### src/rtl/stack_ptr_pkg.sv
package stack_ptr_pkg;
  typedef enum logic [2:0] {
    SP_IDLE = 3'd0,
    SP_PUSH = 3'd1,
    SP_POP  = 3'd2,
    SP_CALL = 3'd3,
    SP_RET  = 3'd4
  } sp_op_e;
endpackage

### src/rtl/sp_op_decode.sv
module sp_op_decode
  import stack_ptr_pkg::*;
(
  input  logic   call_req,
  input  logic   ret_req,
  input  logic   push_req,
  input  logic   pop_req,
  output sp_op_e op
);
  // Fixed priority: call, return, push, pop
  always_comb begin
    if (call_req)      op = SP_CALL;
    else if (ret_req)  op = SP_RET;
    else if (push_req) op = SP_PUSH;
    else if (pop_req)  op = SP_POP;
    else               op = SP_IDLE;
  end
endmodule

### src/rtl/sp_addr_gen.sv
module sp_addr_gen
  import stack_ptr_pkg::*;
#(
  parameter int PTR_W   = 16,
  parameter int RA_SIZE = 2
) (
  input  logic [PTR_W-1:0] sp_q,
  input  sp_op_e           op,
  output logic [PTR_W-1:0] addr_first,
  output logic [PTR_W-1:0] addr_second,
  output logic [PTR_W-1:0] core_next,
  output logic             core_upd
);
  localparam logic [PTR_W-1:0] STEP_DATA = PTR_W'(1);
  localparam logic [PTR_W-1:0] STEP_RA   = PTR_W'(RA_SIZE);

  logic [PTR_W-1:0] sp_up1;
  logic [PTR_W-1:0] sp_dn1;

  assign sp_up1 = sp_q + STEP_DATA;
  assign sp_dn1 = sp_q - STEP_DATA;

  always_comb begin
    addr_first  = sp_q;
    addr_second = sp_q;
    core_next   = sp_q;
    core_upd    = 1'b0;
    unique case (op)
      SP_PUSH: begin
        core_next = sp_dn1;
        core_upd  = 1'b1;
      end
      SP_POP: begin
        addr_first  = sp_up1;
        addr_second = sp_up1;
        core_next   = sp_up1;
        core_upd    = 1'b1;
      end
      SP_CALL: begin
        addr_second = sp_dn1;
        core_next   = sp_q - STEP_RA;
        core_upd    = 1'b1;
      end
      SP_RET: begin
        addr_first  = sp_up1;
        addr_second = sp_q + STEP_RA;
        core_next   = sp_q + STEP_RA;
        core_upd    = 1'b1;
      end
      default: begin
        core_upd = 1'b0;
      end
    endcase
  end
endmodule

### src/rtl/sp_reg_bank.sv
module sp_reg_bank #(
  parameter int PTR_W  = 16,
  parameter int BYTE_W = 8,
  localparam int LANES = PTR_W / BYTE_W,
  localparam int SEL_W = (LANES > 1) ? $clog2(LANES) : 1
) (
  input  logic              clk,
  input  logic              rst_n,
  input  logic              sw_wr_en,
  input  logic [SEL_W-1:0]  sw_sel,
  input  logic [BYTE_W-1:0] sw_wdata,
  input  logic              core_upd,
  input  logic [PTR_W-1:0]  core_next,
  output logic [PTR_W-1:0]  sp_q
);
  for (genvar g = 0; g < LANES; g++) begin : g_lane
    logic [BYTE_W-1:0] lane_q;
    logic [BYTE_W-1:0] lane_d;
    logic              lane_en;

    // Software write wins over the core; a write to one lane freezes the other
    always_comb begin
      lane_en = 1'b0;
      lane_d  = lane_q;
      if (sw_wr_en) begin
        if (sw_sel == SEL_W'(g)) begin
          lane_en = 1'b1;
          lane_d  = sw_wdata;
        end
      end else if (core_upd) begin
        lane_en = 1'b1;
        lane_d  = core_next[g*BYTE_W +: BYTE_W];
      end
    end

    always_ff @(posedge clk or negedge rst_n) begin
      if (!rst_n) begin
        lane_q <= '0;
      end else if (lane_en) begin
        lane_q <= lane_d;
      end
    end

    assign sp_q[g*BYTE_W +: BYTE_W] = lane_q;
  end
endmodule

### src/rtl/stack_ptr_unit.sv
module stack_ptr_unit
  import stack_ptr_pkg::*;
#(
  parameter int PTR_W   = 16,
  parameter int BYTE_W  = 8,
  parameter int RA_SIZE = 2
) (
  input  logic                                      clk,
  input  logic                                      rst_n,
  input  logic                                      push_req,
  input  logic                                      pop_req,
  input  logic                                      call_req,
  input  logic                                      ret_req,
  input  logic                                      sw_wr_en,
  input  logic [$clog2(PTR_W/BYTE_W)-1:0]           sw_sel,
  input  logic [BYTE_W-1:0]                         sw_wdata,
  input  logic [$clog2(PTR_W/BYTE_W)-1:0]           sw_rd_sel,
  output logic [BYTE_W-1:0]                         sw_rdata,
  output logic [PTR_W-1:0]                          addr_first,
  output logic [PTR_W-1:0]                          addr_second,
  output logic [PTR_W-1:0]                          sp_out
);
  sp_op_e           op;
  logic [PTR_W-1:0] sp_q;
  logic [PTR_W-1:0] core_next;
  logic             core_upd;

  sp_op_decode u_dec (
    .call_req (call_req),
    .ret_req  (ret_req),
    .push_req (push_req),
    .pop_req  (pop_req),
    .op       (op)
  );

  sp_addr_gen #(.PTR_W(PTR_W), .RA_SIZE(RA_SIZE)) u_agen (
    .sp_q        (sp_q),
    .op          (op),
    .addr_first  (addr_first),
    .addr_second (addr_second),
    .core_next   (core_next),
    .core_upd    (core_upd)
  );

  sp_reg_bank #(.PTR_W(PTR_W), .BYTE_W(BYTE_W)) u_bank (
    .clk       (clk),
    .rst_n     (rst_n),
    .sw_wr_en  (sw_wr_en),
    .sw_sel    (sw_sel),
    .sw_wdata  (sw_wdata),
    .core_upd  (core_upd),
    .core_next (core_next),
    .sp_q      (sp_q)
  );

  assign sw_rdata = sp_q[sw_rd_sel*BYTE_W +: BYTE_W];
  assign sp_out   = sp_q;
endmodule

### config.mk
export PLATFORM = sky130hd
export DESIGN_NAME = stack_ptr_unit
export DESIGN_NICKNAME = d
export VERILOG_FILES = /design/src/rtl/stack_ptr_pkg.sv /design/src/rtl/sp_op_decode.sv /design/src/rtl/sp_addr_gen.sv /design/src/rtl/sp_reg_bank.sv /design/src/rtl/stack_ptr_unit.sv
export SDC_FILE = /design/constraint.sdc
export NUM_CORES = 1
export LEC_CHECK = 0
export BUFFER_PORTS_ARGS = -buffer_cell sky130_fd_sc_hd__buf_2
export CELL_PAD_IN_SITES_DETAIL_PLACEMENT = 2
export CELL_PAD_IN_SITES_GLOBAL_PLACEMENT = 2
export CORE_AREA = 2 2 106 108
export CTS_BUF_LIST = sky130_fd_sc_hd__clkbuf_4
export CTS_CLUSTER_SIZE = 12
export DETAILED_ROUTE_END_ITERATION = 6
export DIE_AREA = 0 0 108 110
export PLACE_DENSITY = 0.85
export SLEW_MARGIN = 20
export SYNTH_ARGS = -nofsm -noshare
export SYNTH_HDL_FRONTEND = slang
export SYNTH_HIERARCHICAL = 1
export SYNTH_SLANG_ARGS = --single-unit
### constraint.sdc
create_clock -name clk -period 3.26 [get_ports clk]
set_input_delay 0.652 -clock clk [delete_from_list [all_inputs] [get_ports clk]]
set_output_delay 0.652 -clock clk [all_outputs]
set_load 0.03 [all_outputs]
==> flow_metrics.tcl, run 1 <==
set metrics [dict create \
    status "complete, but fails checks" \
    violations "setup timing" \
    antenna_found_initial 0 \
    syn-cell-area_sq_mm 0.003376 \
    route.detailed.drc 0 \
    yosysSeqAreaShare 0.1186 \
    start_kind "input pin" \
    syn-num-nets 484 \
    rows 38 \
    die_area_sq_mm 0.01188 \
    setup_viol 1 \
    r2r_start "u_bank/g_lane[0].lane_q[1]$_DFFE_PN0P_" \
    synth_area_leaders "mux2i_1 15%, dfrtp_1 12%, o21ai_0 5.6%" \
    drv_slew 0 \
    fill_cells 1233 \
    synth_mux_area_frac 0.1842 \
    ys.flop_type "dfrtp_1" \
    post_drt_wl_per_cell_um 27.56 \
    power_mw 3.784 \
    worst_r2r_endpoint "u_bank/g_lane[1].lane_q[4]$_DFFE_PN0P_" \
    max_cap_violations 0 \
    critPathCaptureType "output pin" \
    power.switching_mw 2.317 \
    diodes 0 \
    initial_core_util 0.3156 \
    r2r_setup_slack_ns 0.45 \
    largest_reg_flops 16 \
    synth_top_area_frac 0.1453 \
    grt_pass1_wl_um 28490 \
    ys_types 69 \
    largest_register "u_bank/g_lane.lane_q" \
    port_buffers 72 \
    clk_path_buf_depth 2 \
    path_max_fanout 6 \
    p_clk_frac 0.030 \
    period_share 1.002 \
    synthXorXnorAreaFrac 0.06227 \
    ys.warnings.count 6 \
    root_buffer "clkbuf_4" \
    floorplan.io_pins 73 \
    synthCells 462 \
    sw_frac_of_total 0.6124 \
    cellLeakagePower_nw 2.098 \
    layout-drive-gt1-share 0.4047 \
    fin_skew_ns 0.005127 \
    power.density_mw_per_mm2 802.6 \
    core_sq_mm 0.01070 \
    yosys.area_share.simple 0.2713 \
    synth_edf_count 0 \
    synthArstFlopShare 1.000 \
    pre_cts_ws_ns -0.1664 \
    cts_made_buffers 3 \
    crit_start "ret_req" \
    area_growth_pct 39.66 \
    grt_max_degree 18 \
    setup_slack_ns -0.006064 \
    cts.sinks 16 \
    arrival_ns 2.61 \
    synth_compound_area_frac 0.2557 \
    irDropWorstVdd_mv 0.4091 \
    clk_pin_slew_ns 0.10 \
    dr_total_vias 4646 \
    slew_headroom 0.5086 \
    grt_pass1_vias 4840 \
    hp-class "in -> async" \
    top_regs "u_bank/g_lane.lane_q: 16 flops" \
    drt_iter0_drc 379 \
    tightest_slew_ns 0.7303 \
    p_int_mw 1.467 \
    die_y_um 110 \
    dp_hpwl_um 13920 \
    path_class "in -> out" \
    grt_use_total 0.3143 \
    period_needed_ns 3.266 \
    hold_violations 0 \
    worst_r2r_path_depth 12 \
    insertion_delay_ns 0.29 \
    place.gp.congestion 0.9590 \
    synthAdderAreaFrac 0.01853 \
    crit_required_ns 2.61 \
    rsz0062_at_grt "true" \
    drt_pass1_iterations 6 \
    wl_um 20200 \
    max_freq_ghz 0.3062 \
    chipWidth_um 108 \
    netlist.top_cell.by_area "mux2i_1" \
    cts_tree "yes" \
    p_seq_frac 0.125 \
    avgSynthCellArea_sq_um 7.307 \
    ant_nets 0 \
    synth_top_family_by_area "simple AND/OR/NAND/NOR gates" \
    combPwrFrac 0.845 \
    synth-seq-cells 16 \
    nNetsFinal 616 \
    via_per_inst 6.338 \
    grt-ovfl-total 0 \
    cts_htree_levels 1 \
]
==> routing by layer <==
| metal | wire, um | GRT usage |
|---|---|---|
| met1 | 7867 | 0.3821 |
| met2 | 10260 | 0.5696 |
| met4 | 916 | 0.1410 |
| met3 | 1156 | 0.02116 |
| met5 | 0 | 0 |
==> how the worst max path moves through the flow <==
| stage | endpoint | slack, ns | cells after the start |
|---|---|---|---|
| 2_1_floorplan | addr_second[6] | -0.27 | 7 |
| 3_3_place_gp | addr_second[7] | -0.15 | 9 |
| 3_5_place_dp | addr_second[7] | -0.17 | 9 |
| 4_1_cts | addr_second[12] | 0.009 | 10 |
| 5_1_grt | addr_second[13] | -0.07 | 9 |
| 6_report | addr_second[5] | -0.006 | 12 |
==> synthesized netlist by cell type (6+ instances only) <==
master,number
a21oi_1,27
buf_1,8
buf_2,10
clkbuf_1,21
dfrtp_1,16
inv_1,10
mux2_4,8
mux2i_1,49
nand2_1,31
nand3_1,20
nand4_1,11
nor2_1,35
nor3_1,17
nor4_1,8
o211ai_1,7
o21ai_0,38
o31ai_1,6
or4_1,6
xnor2_1,16
xor2_1,8
==> area by class of cell <==
type / instances / area, sq um / share of cell area
Clock inverter: 1 / 3.754 / 0.0007962
Tap cell: 140 / 175.2 / 0.03716
Clock buffer: 3 / 22.52 / 0.004777
Inverter: 11 / 43.79 / 0.009289
Sequential cell: 16 / 411.6 / 0.08731
Multi-Input combinational cell: 387 / 2855 / 0.6056
Timing Repair Buffer: 175 / 1202 / 0.2550
==> kinds of logic (layout without fill, tap and decap cells) <==
kind of cell	count (synthesis)	count (layout)
and+or+nand+nor	169	169
AOI/OAI and AO/OA	131	131
muxes	58	58
xor gates and xnor gates	24	24
adders and majority gates	5	5
buffers and inverters	59	190
DFF	16	16
==> power by group through the flow <==
stage | Combinational [mW] | Sequential [mW] | Clock, mW
2_1_floorplan | 1.66 | 0.542 | 0
3_3_place_gp | 2.68 | 0.441 | 0
3_5_place_dp | 2.83 | 0.459 | 0
4_1_cts | 2.88 | 0.461 | 0.116
5_1_grt | 3.35 | 0.485 | 0.123
6_report | 3.20 | 0.474 | 0.114
==> repair_timing <==
action / 4_1_cts / 5_1_grt
pin swaps: 3 / 16
setup buffers: 6 / 16
gates resized for setup: 21 / 56
endpoints found under the setup margin: 11 / 23
hold buffers: 0 / 0
==> critical path, stage by stage <==
cell	delay, ns
buf_2	0.09
nor2_1	0.04
a21o_1	0.19
buf_6	0.13
or3b_4	0.46
buf_4	0.17
nand2_4	0.11
buf_4	0.15
o21ai_0	0.12
a21oi_1	0.22
nand2_1	0.10
clkbuf_4	0.19
==> layout by cell type (no fill, tap or decap), types with 4 or more instances in the layout <==
cell and instances:
dfrtp_2 9, nand3_1 19, or4_1 4, buf_2 61, o31ai_1 5, nor2_1 33
xor2_1 8, mux2i_1 49, dfrtp_1 7, nand4_1 11, buf_4 101, o21ai_0 30
nand2_1 30, nor3b_1 5, mux2_4 8, a21oi_2 4, o21a_1 4, clkbuf_4 5
buf_6 11, nor3_1 17, o21ai_1 5, xnor2_1 14, or3_1 5, inv_1 9
a31oi_1 4, nor4_1 7, or3b_4 4, o211ai_1 7, a21oi_1 23
==> per-stage QoR <==
stage | std cells | area (sq um) | hold WS [ns] | util | TNS, ns
floorplan | 462 | 3411 | 0.3564 | - | -0.7508
detailed placement | 707 | 4297 | 0.5959 | 0.4016 | -0.6794
CTS | 717 | 4417 | 0.2689 | 0.4129 | 0
finish | 733 | 4715 | 0.2626 | 0.4407 | -0.006064
global route | 733 | 4715 | 0.2727 | 0.4407 | -0.2394
global placement | 707 | 4297 | 0.5792 | 0.4016 | -0.2407
No activity file was read; power rests on OpenSTA's default activity.
==> run 2, diff against run 1 <==
--- a/config.mk
+++ b/config.mk
@@ -8,14 +8,13 @@
 export BUFFER_PORTS_ARGS = -buffer_cell sky130_fd_sc_hd__buf_2
 export CELL_PAD_IN_SITES_DETAIL_PLACEMENT = 2
 export CELL_PAD_IN_SITES_GLOBAL_PLACEMENT = 2
-export CORE_AREA = 2 2 106 108
+export CORE_AREA = 2 2 103 105
 export CTS_BUF_LIST = sky130_fd_sc_hd__clkbuf_4
 export CTS_CLUSTER_SIZE = 12
 export DETAILED_ROUTE_END_ITERATION = 6
-export DIE_AREA = 0 0 108 110
+export DIE_AREA = 0 0 105 107
 export PLACE_DENSITY = 0.85
 export SLEW_MARGIN = 20
 export SYNTH_ARGS = -nofsm -noshare
 export SYNTH_HDL_FRONTEND = slang
-export SYNTH_HIERARCHICAL = 1
 export SYNTH_SLANG_ARGS = --single-unit
==> flow_metrics.tcl, run 2 <==
set metrics [dict create \
    period_needed_ns 3.244 \
    critPathCaptureType "output pin" \
    synth_commonest_cells "45 x nand2_1, 36 x nor2_1, 23 x a21oi_1, 23 x clkbuf_1, 21 x o21ai_0" \
    max_cap_violations 0 \
    rows 37 \
    stdcell_count 656 \
    clk_path_buf_depth 2 \
    synth_area_leaders "dfrtp_1 13%, xnor2_1 5.7%, nand2_1 5.5%" \
    fin_skew_ns 0.0009070 \
    period_share 0.9951 \
    place_inst 646 \
    power.switching_mw 1.097 \
    yosysSeqAreaShare 0.1307 \
    ys.warnings.count 0 \
    grt_pass1_wl_um 26120 \
    max_freq_ghz 0.3082 \
    root_buffer "clkbuf_4" \
    cts_htree_levels 1 \
    initial_core_util 0.3036 \
    antenna_found_initial 2 \
    grt_use_total 0.3003 \
    insertion_delay_ns 0.33 \
    place.gp.congestion 0.9381 \
    final_util 0.3934 \
    cts.sinks 16 \
    die_area_sq_mm 0.01124 \
    sw_frac_of_total 0.6069 \
    drt_pass1_iterations 5 \
    grt-ovfl-total 0 \
    drv_slew 0 \
    seq_area_sq_um 406.6 \
    power.density_mw_per_mm2 455.4 \
    chipWidth_um 105 \
    wl_um 18090 \
    start_kind "register" \
    p_int_mw 0.7107 \
    synthArstFlopShare 1.000 \
    dr_total_vias 4317 \
    layout_commonest_cell "buf_2" \
    grt_max_degree 23 \
    tightest_slew_ns 0.8390 \
    core_sq_mm 0.01009 \
    status "complete, no violations" \
    synth_top_area_frac 0.1307 \
    port_buffers 72 \
    cellLeakagePower_nw 1.560 \
    arrival_ns 2.59 \
    route.detailed.drc 0 \
    top_regs "u_bank.g_lane.lane_q: 16 flops" \
    fill_cells 1242 \
    grt_pass1_vias 4506 \
    path_max_fanout 3 \
    dp_hpwl_um 12830 \
    crit_required_ns 2.61 \
    cts_made_buffers 3 \
    floorplan.io_pins 73 \
    layout-drive-gt1-share 0.3507 \
    cts_tree "yes" \
    irDropWorstVdd_mv 0.2172 \
    post_drt_wl_per_cell_um 27.57 \
    netlist.top_cell.by_area "dfrtp_1" \
    nNetsFinal 542 \
    slew_headroom 0.4363 \
    synthCells 435 \
    die_y_um 107 \
    drt_iter0_drc 331 \
    hold_violations 0 \
    hold_buffers 0 \
    syn-num-nets 457 \
    combPwrFrac 0.750 \
    synth_edf_count 0 \
    largest_reg_flops 16 \
    multi_input_area_sq_mm 0.002566 \
    setup_viol 0 \
    p_seq_frac 0.178 \
    synth-seq-cells 16 \
    clk_pin_slew_ns 0.11 \
    hp-class "in -> async" \
    ys_types 73 \
    syn-cell-area_sq_mm 0.003064 \
    path_class "reg -> out" \
    avgSynthCellArea_sq_um 7.044 \
    via_per_inst 6.581 \
    ant_nets 0 \
    largest_register "u_bank.g_lane.lane_q" \
    ys.flop_type "dfrtp_1" \
    synth_most_common_cell "nand2_1" \
    mostFrequentLayoutCells "71 x buf_2, 53 x buf_4, 44 x nand2_1" \
    area_growth_pct 29.56 \
    p_clk_frac 0.072 \
]
## run 2: per-stage QoR
stage / hold WS, ns / TNS [ns] / setup slack [ns] / area (sq um) / power [mW]
after floorplan: 0.3564 / 0 / 0.03680 / 3088 / 1.145
after global placement: 0.6012 / 0 / 0.2779 / 3759 / 1.526
after detailed placement: 0.6155 / 0 / 0.1801 / 3759 / 1.580
after CTS: 0.2669 / 0 / 0.0007170 / 3835 / 1.728
after global routing: 0.2663 / -0.02903 / -0.01549 / 3968 / 1.879
final: 0.2516 / 0 / 0.01587 / 3970 / 1.808
## run 2: cell type report
class                      count  area share
timing repair buffer         124      0.1897
clock buffer                   3    0.005673
inverter                      12     0.01135
sequential                    16      0.1024
antenna                        1   0.0006303
tap                          136     0.04286
multi-input combinational    363      0.6464
clock inverter                 1   0.0009455
## run 2: logic make-up after synthesis
| logic type | count (synthesis) | share of synthesized area |
|---|---|---|
| AOI/OAI and AO/OA | 124 | 0.2989 |
| muxes | 12 | 0.04083 |
| adders and majority gates | 5 | 0.02042 |
| buffers and inverters | 56 | 0.08411 |
| xor gates and xnor gates | 34 | 0.09718 |
| and+or+nand+nor | 188 | 0.3279 |
| DFF | 16 | 0.1307 |
## run 2: worst paths after layout
| kind | start | to | slack [ns] | cells after the start |
|---|---|---|---|---|
| max | u_bank.g_lane[0].lane_q[0]$_DFFE_PN0P_ | addr_second[14] | 0.02 | 8 |
| min | rst_n | u_bank.g_lane[1].lane_q[0]$_DFFE_PN0P_ | 0.25 | 1 |
| max reg2reg | u_bank.g_lane[1].lane_q[1]$_DFFE_PN0P_ | u_bank.g_lane[1].lane_q[5]$_DFFE_PN0P_ | 0.87 | 7 |
| min reg2reg | u_bank.g_lane[0].lane_q[1]$_DFFE_PN0P_ | u_bank.g_lane[0].lane_q[1]$_DFFE_PN0P_ | 0.81 | 3 |
| max in group asynchronous | rst_n | u_bank.g_lane[0].lane_q[3]$_DFFE_PN0P_ | 2.67 | 1 |
| min in group clk | sw_wdata[2] | u_bank.g_lane[1].lane_q[2]$_DFFE_PN0P_ | 0.58 | 3 |
## run 2: worst max-delay path: stages (launching register included)
cell	delay [ns]
dfrtp_1	0.45
inv_1	0.11
ha_2	0.20
or3b_4	0.41
nor4_4	0.24
mux2i_2	0.33
nor4_1	0.10
nor3_2	0.23
buf_4	0.19
## run 2: power by group through the flow
stage	clock network [mW]	logic [mW]	registers, mW
2_1_floorplan	0	0.802	0.343
3_3_place_gp	0	1.22	0.305
3_5_place_dp	0	1.27	0.309
4_1_cts	0.127	1.29	0.307
5_1_grt	0.133	1.42	0.324
6_report	0.131	1.36	0.322
## run 2: per-layer routing
layer,up-vias,wire length [um],share of wire,global-route usage
met4,0,1103,0.061,0.1705
met1,2132,6916,0.38,0.3561
li1,1805,-,-,-
met5,-,0,0,0
met3,106,1420,0.079,0.06079
met2,274,8644,0.48,0.5056
## run 2: repair_timing
action,CTS,global route
gates resized for setup,7,28
pin swaps,2,2
setup buffers,5,0
setup endpoints to repair,8,12
==> run 3, diff against run 2 <==
--- a/config.mk
+++ b/config.mk
@@ -5,15 +5,16 @@
 export SDC_FILE = /design/constraint.sdc
 export NUM_CORES = 1
 export LEC_CHECK = 0
+export ABC_AREA = 1
 export BUFFER_PORTS_ARGS = -buffer_cell sky130_fd_sc_hd__buf_2
 export CELL_PAD_IN_SITES_DETAIL_PLACEMENT = 2
 export CELL_PAD_IN_SITES_GLOBAL_PLACEMENT = 2
-export CORE_AREA = 2 2 103 105
+export CORE_AREA = 3 3 109 111
 export CTS_BUF_LIST = sky130_fd_sc_hd__clkbuf_4
 export CTS_CLUSTER_SIZE = 12
 export DETAILED_ROUTE_END_ITERATION = 6
-export DIE_AREA = 0 0 105 107
-export PLACE_DENSITY = 0.85
+export DIE_AREA = 0 0 112 114
+export PLACE_DENSITY = 0.84
 export SLEW_MARGIN = 20
 export SYNTH_ARGS = -nofsm -noshare
 export SYNTH_HDL_FRONTEND = slang
==> flow_metrics.tcl, run 3 <==
set metrics [dict create \
    worst_hold_slack_ns 0.2622 \
    synth_area_leaders "nand2_1 20%, dfrtp_1 14%, nand3_1 12%" \
    ys.warnings.count 0 \
    wl_um 16500 \
    avgSynthCellArea_sq_um 5.372 \
    cts_made_buffers 3 \
    setup_viol 0 \
    start_kind "register" \
    hold_buffers 0 \
    cellLeakagePower_nw 1.774 \
    path_max_fanout 10 \
    period_needed_ns 3.148 \
    dp_hpwl_um 12540 \
    initial_core_util 0.2704 \
    power.density_mw_per_mm2 447.2 \
    max_freq_ghz 0.3177 \
    drv_slew 0 \
    synthArstFlopShare 1.000 \
    insertion_delay_ns 0.31 \
    grt_pass1_wl_um 25210 \
    dpl_cell_area_sq_mm 0.003418 \
    max_cap_violations 0 \
    floorplan.io_pins 73 \
    irDropWorstVdd_mv 0.1441 \
    largest_register "u_bank.g_lane.lane_q" \
    crit_required_ns 2.61 \
    synth_most_common_cell "nand2_1" \
    cts_htree_levels 1 \
    stdcell_count 757 \
    hp-class "in -> async" \
    clk_path_buf_depth 2 \
    place_inst 744 \
    root_buffer "clkbuf_4" \
    grt_max_degree 20 \
    area_growth_pct 19.93 \
    port_buffers 72 \
    largest_reg_flops 16 \
    status "complete, no violations" \
    antenna_found_initial 0 \
    pre_cts_ws_ns 0.2141 \
    synth-seq-cells 16 \
    place.gp.congestion 0.9119 \
    core_sq_mm 0.01089 \
    syn-num-nets 570 \
    synth_top_area_frac 0.1951 \
    cts_tree "yes" \
    syn-cell-area_sq_mm 0.002944 \
    drt_iter0_drc 357 \
    layout_commonest_cell "nand2_1" \
    ys.flop_type "dfrtp_1" \
    period_share 0.9655 \
    rows 38 \
    chipWidth_um 112 \
    mostFrequentLayoutCells "153 x nand2_1, 73 x nand3_1, 72 x buf_2" \
    yosysSeqAreaShare 0.1360 \
    synth_commonest_cells "153 x nand2_1, 73 x nand3_1, 61 x nor2_1" \
    drt_pass1_iterations 5 \
    netlist.top_cell.by_area "nand2_1" \
    path_class "reg -> out" \
    top_regs "u_bank.g_lane.lane_q: 16 flops" \
    arrival_ns 2.50 \
    ys_types 31 \
    setup_slack_ns 0.1125 \
    nNetsFinal 639 \
    final.setup.tns_ns 0 \
    critPathCaptureType "output pin" \
    cp_slowest_stage_delay_ns 0.61 \
    layout-drive-gt1-share 0.2029 \
    path_cells "nand2_1 > nor2_4 > nand4_1 > nand3_1 > nand2_1 > a32oi_1 > buf_2" \
    die_area_sq_mm 0.01277 \
    grt_use_total 0.2487 \
    worst_r2r_path_depth 9 \
    synthCells 548 \
    die_y_um 114 \
    grt_pass1_vias 4573 \
    route.detailed.drc 0 \
    clk_pin_slew_ns 0.12 \
    stdcell_area_sq_mm 0.003531 \
    dr_total_vias 4256 \
    via_per_inst 5.622 \
    slew_headroom 0.5580 \
    grt-ovfl-total 0 \
    post_drt_wl_per_cell_um 21.79 \
    tightest_slew_ns 0.6630 \
    fin_skew_ns 0.007523 \
    crit_top_cell "nand2_1" \
    synth_edf_count 0 \
    cts.sinks 16 \
    hold_violations 0 \
    ant_nets 0 \
    slowest_stage "dfrtp_1" \
]
[run 3: changes by cell type after synthesis, moves of 10 or more]
cell	before	now
clkbuf_1	23	10
o21ai_0	21	56
nor3_1	16	2
nor4_1	10	0
nand2_1	45	153
nand3_1	18	73
nor2_1	36	61
nor2_2	0	10
inv_1	11	52
xnor2_1	20	1
[run 3: power by group]
group | switching (mW) | internal [mW]
Sequential | 0.124 | 0.231
Combinational | 0.792 | 0.304
Clock | 0.0841 | 0.0448
Total | 1.00 | 0.579
[run 3: per-layer routing]
metal	global-route usage	wire length, um	up-vias
met1	0.3190	7084	2123
met2	0.4380	8034	157
met5	0	0	-
met3	0.03926	1108	24
li1	-	-	1952
met4	0.06170	269	0
[run 3: worst paths after layout]
kind	from	endpoint	slack (ns)
max in group asynchronous	rst_n	u_bank.g_lane[0].lane_q[2]$_DFFE_PN0P_	2.65
hold / removal	rst_n	u_bank.g_lane[1].lane_q[5]$_DFFE_PN0P_	0.26
setup reg to reg	u_bank.g_lane[0].lane_q[1]$_DFFE_PN0P_	u_bank.g_lane[1].lane_q[1]$_DFFE_PN0P_	0.99
hold reg to reg	u_bank.g_lane[0].lane_q[2]$_DFFE_PN0P_	u_bank.g_lane[0].lane_q[2]$_DFFE_PN0P_	0.73
min in group clk	sw_wdata[0]	u_bank.g_lane[1].lane_q[0]$_DFFE_PN0P_	0.70
setup / recovery	u_bank.g_lane[0].lane_q[7]$_DFFE_PN0P_	addr_second[12]	0.11
[run 3: cell type report]
type / instances / area, sq um
Sequential cell: 16 / 407.9
Tap cell: 140 / 175.2
Timing Repair Buffer: 94 / 525.5
Clock buffer: 3 / 22.52
Multi-Input combinational cell: 447 / 2183
Clock inverter: 1 / 3.754
Fill cell: 1443 / 7357
Inverter: 55 / 210.2
Antenna cell: 1 / 2.502
[run 3: cells by family (layout without fill, tap and decap cells)]
family / count (synthesis) / after routing / share of synthesized area
AOI/OAI and AO/OA: 111 / 111 / 0.2074
buffers and inverters: 85 / 153 / 0.1266
DFF: 16 / 16 / 0.1360
xor gates and xnor gates: 12 / 12 / 0.03570
adders and majority gates: 5 / 5 / 0.02125
and+or+nand+nor: 319 / 319 / 0.4730
other: 0 / 1 / 0
[run 3: timing repair]
action,4_1_cts,5_1_grt
setup buffers,0,8
pin swaps,0,1
hold endpoints to repair,0,0
resized for setup,4,7
endpoints found under the setup margin,3,8
[run 3: stage by stage]
stage               utilization  power (mW)
floorplan                     -       1.042
global placement         0.3140       1.357
detailed placement       0.3140       1.405
CTS                      0.3172       1.536
global route             0.3241       1.677
finish                   0.3243       1.579
[run 3: worst max-delay path: cells and delay by family (launching register included)]
kind / cells / cell delay, ns
AOI/OAI and AO/OA: 1 / 0.25
DFF: 1 / 0.61
and+or+nand+nor: 5 / 1.09
buffers and inverters: 1 / 0.23
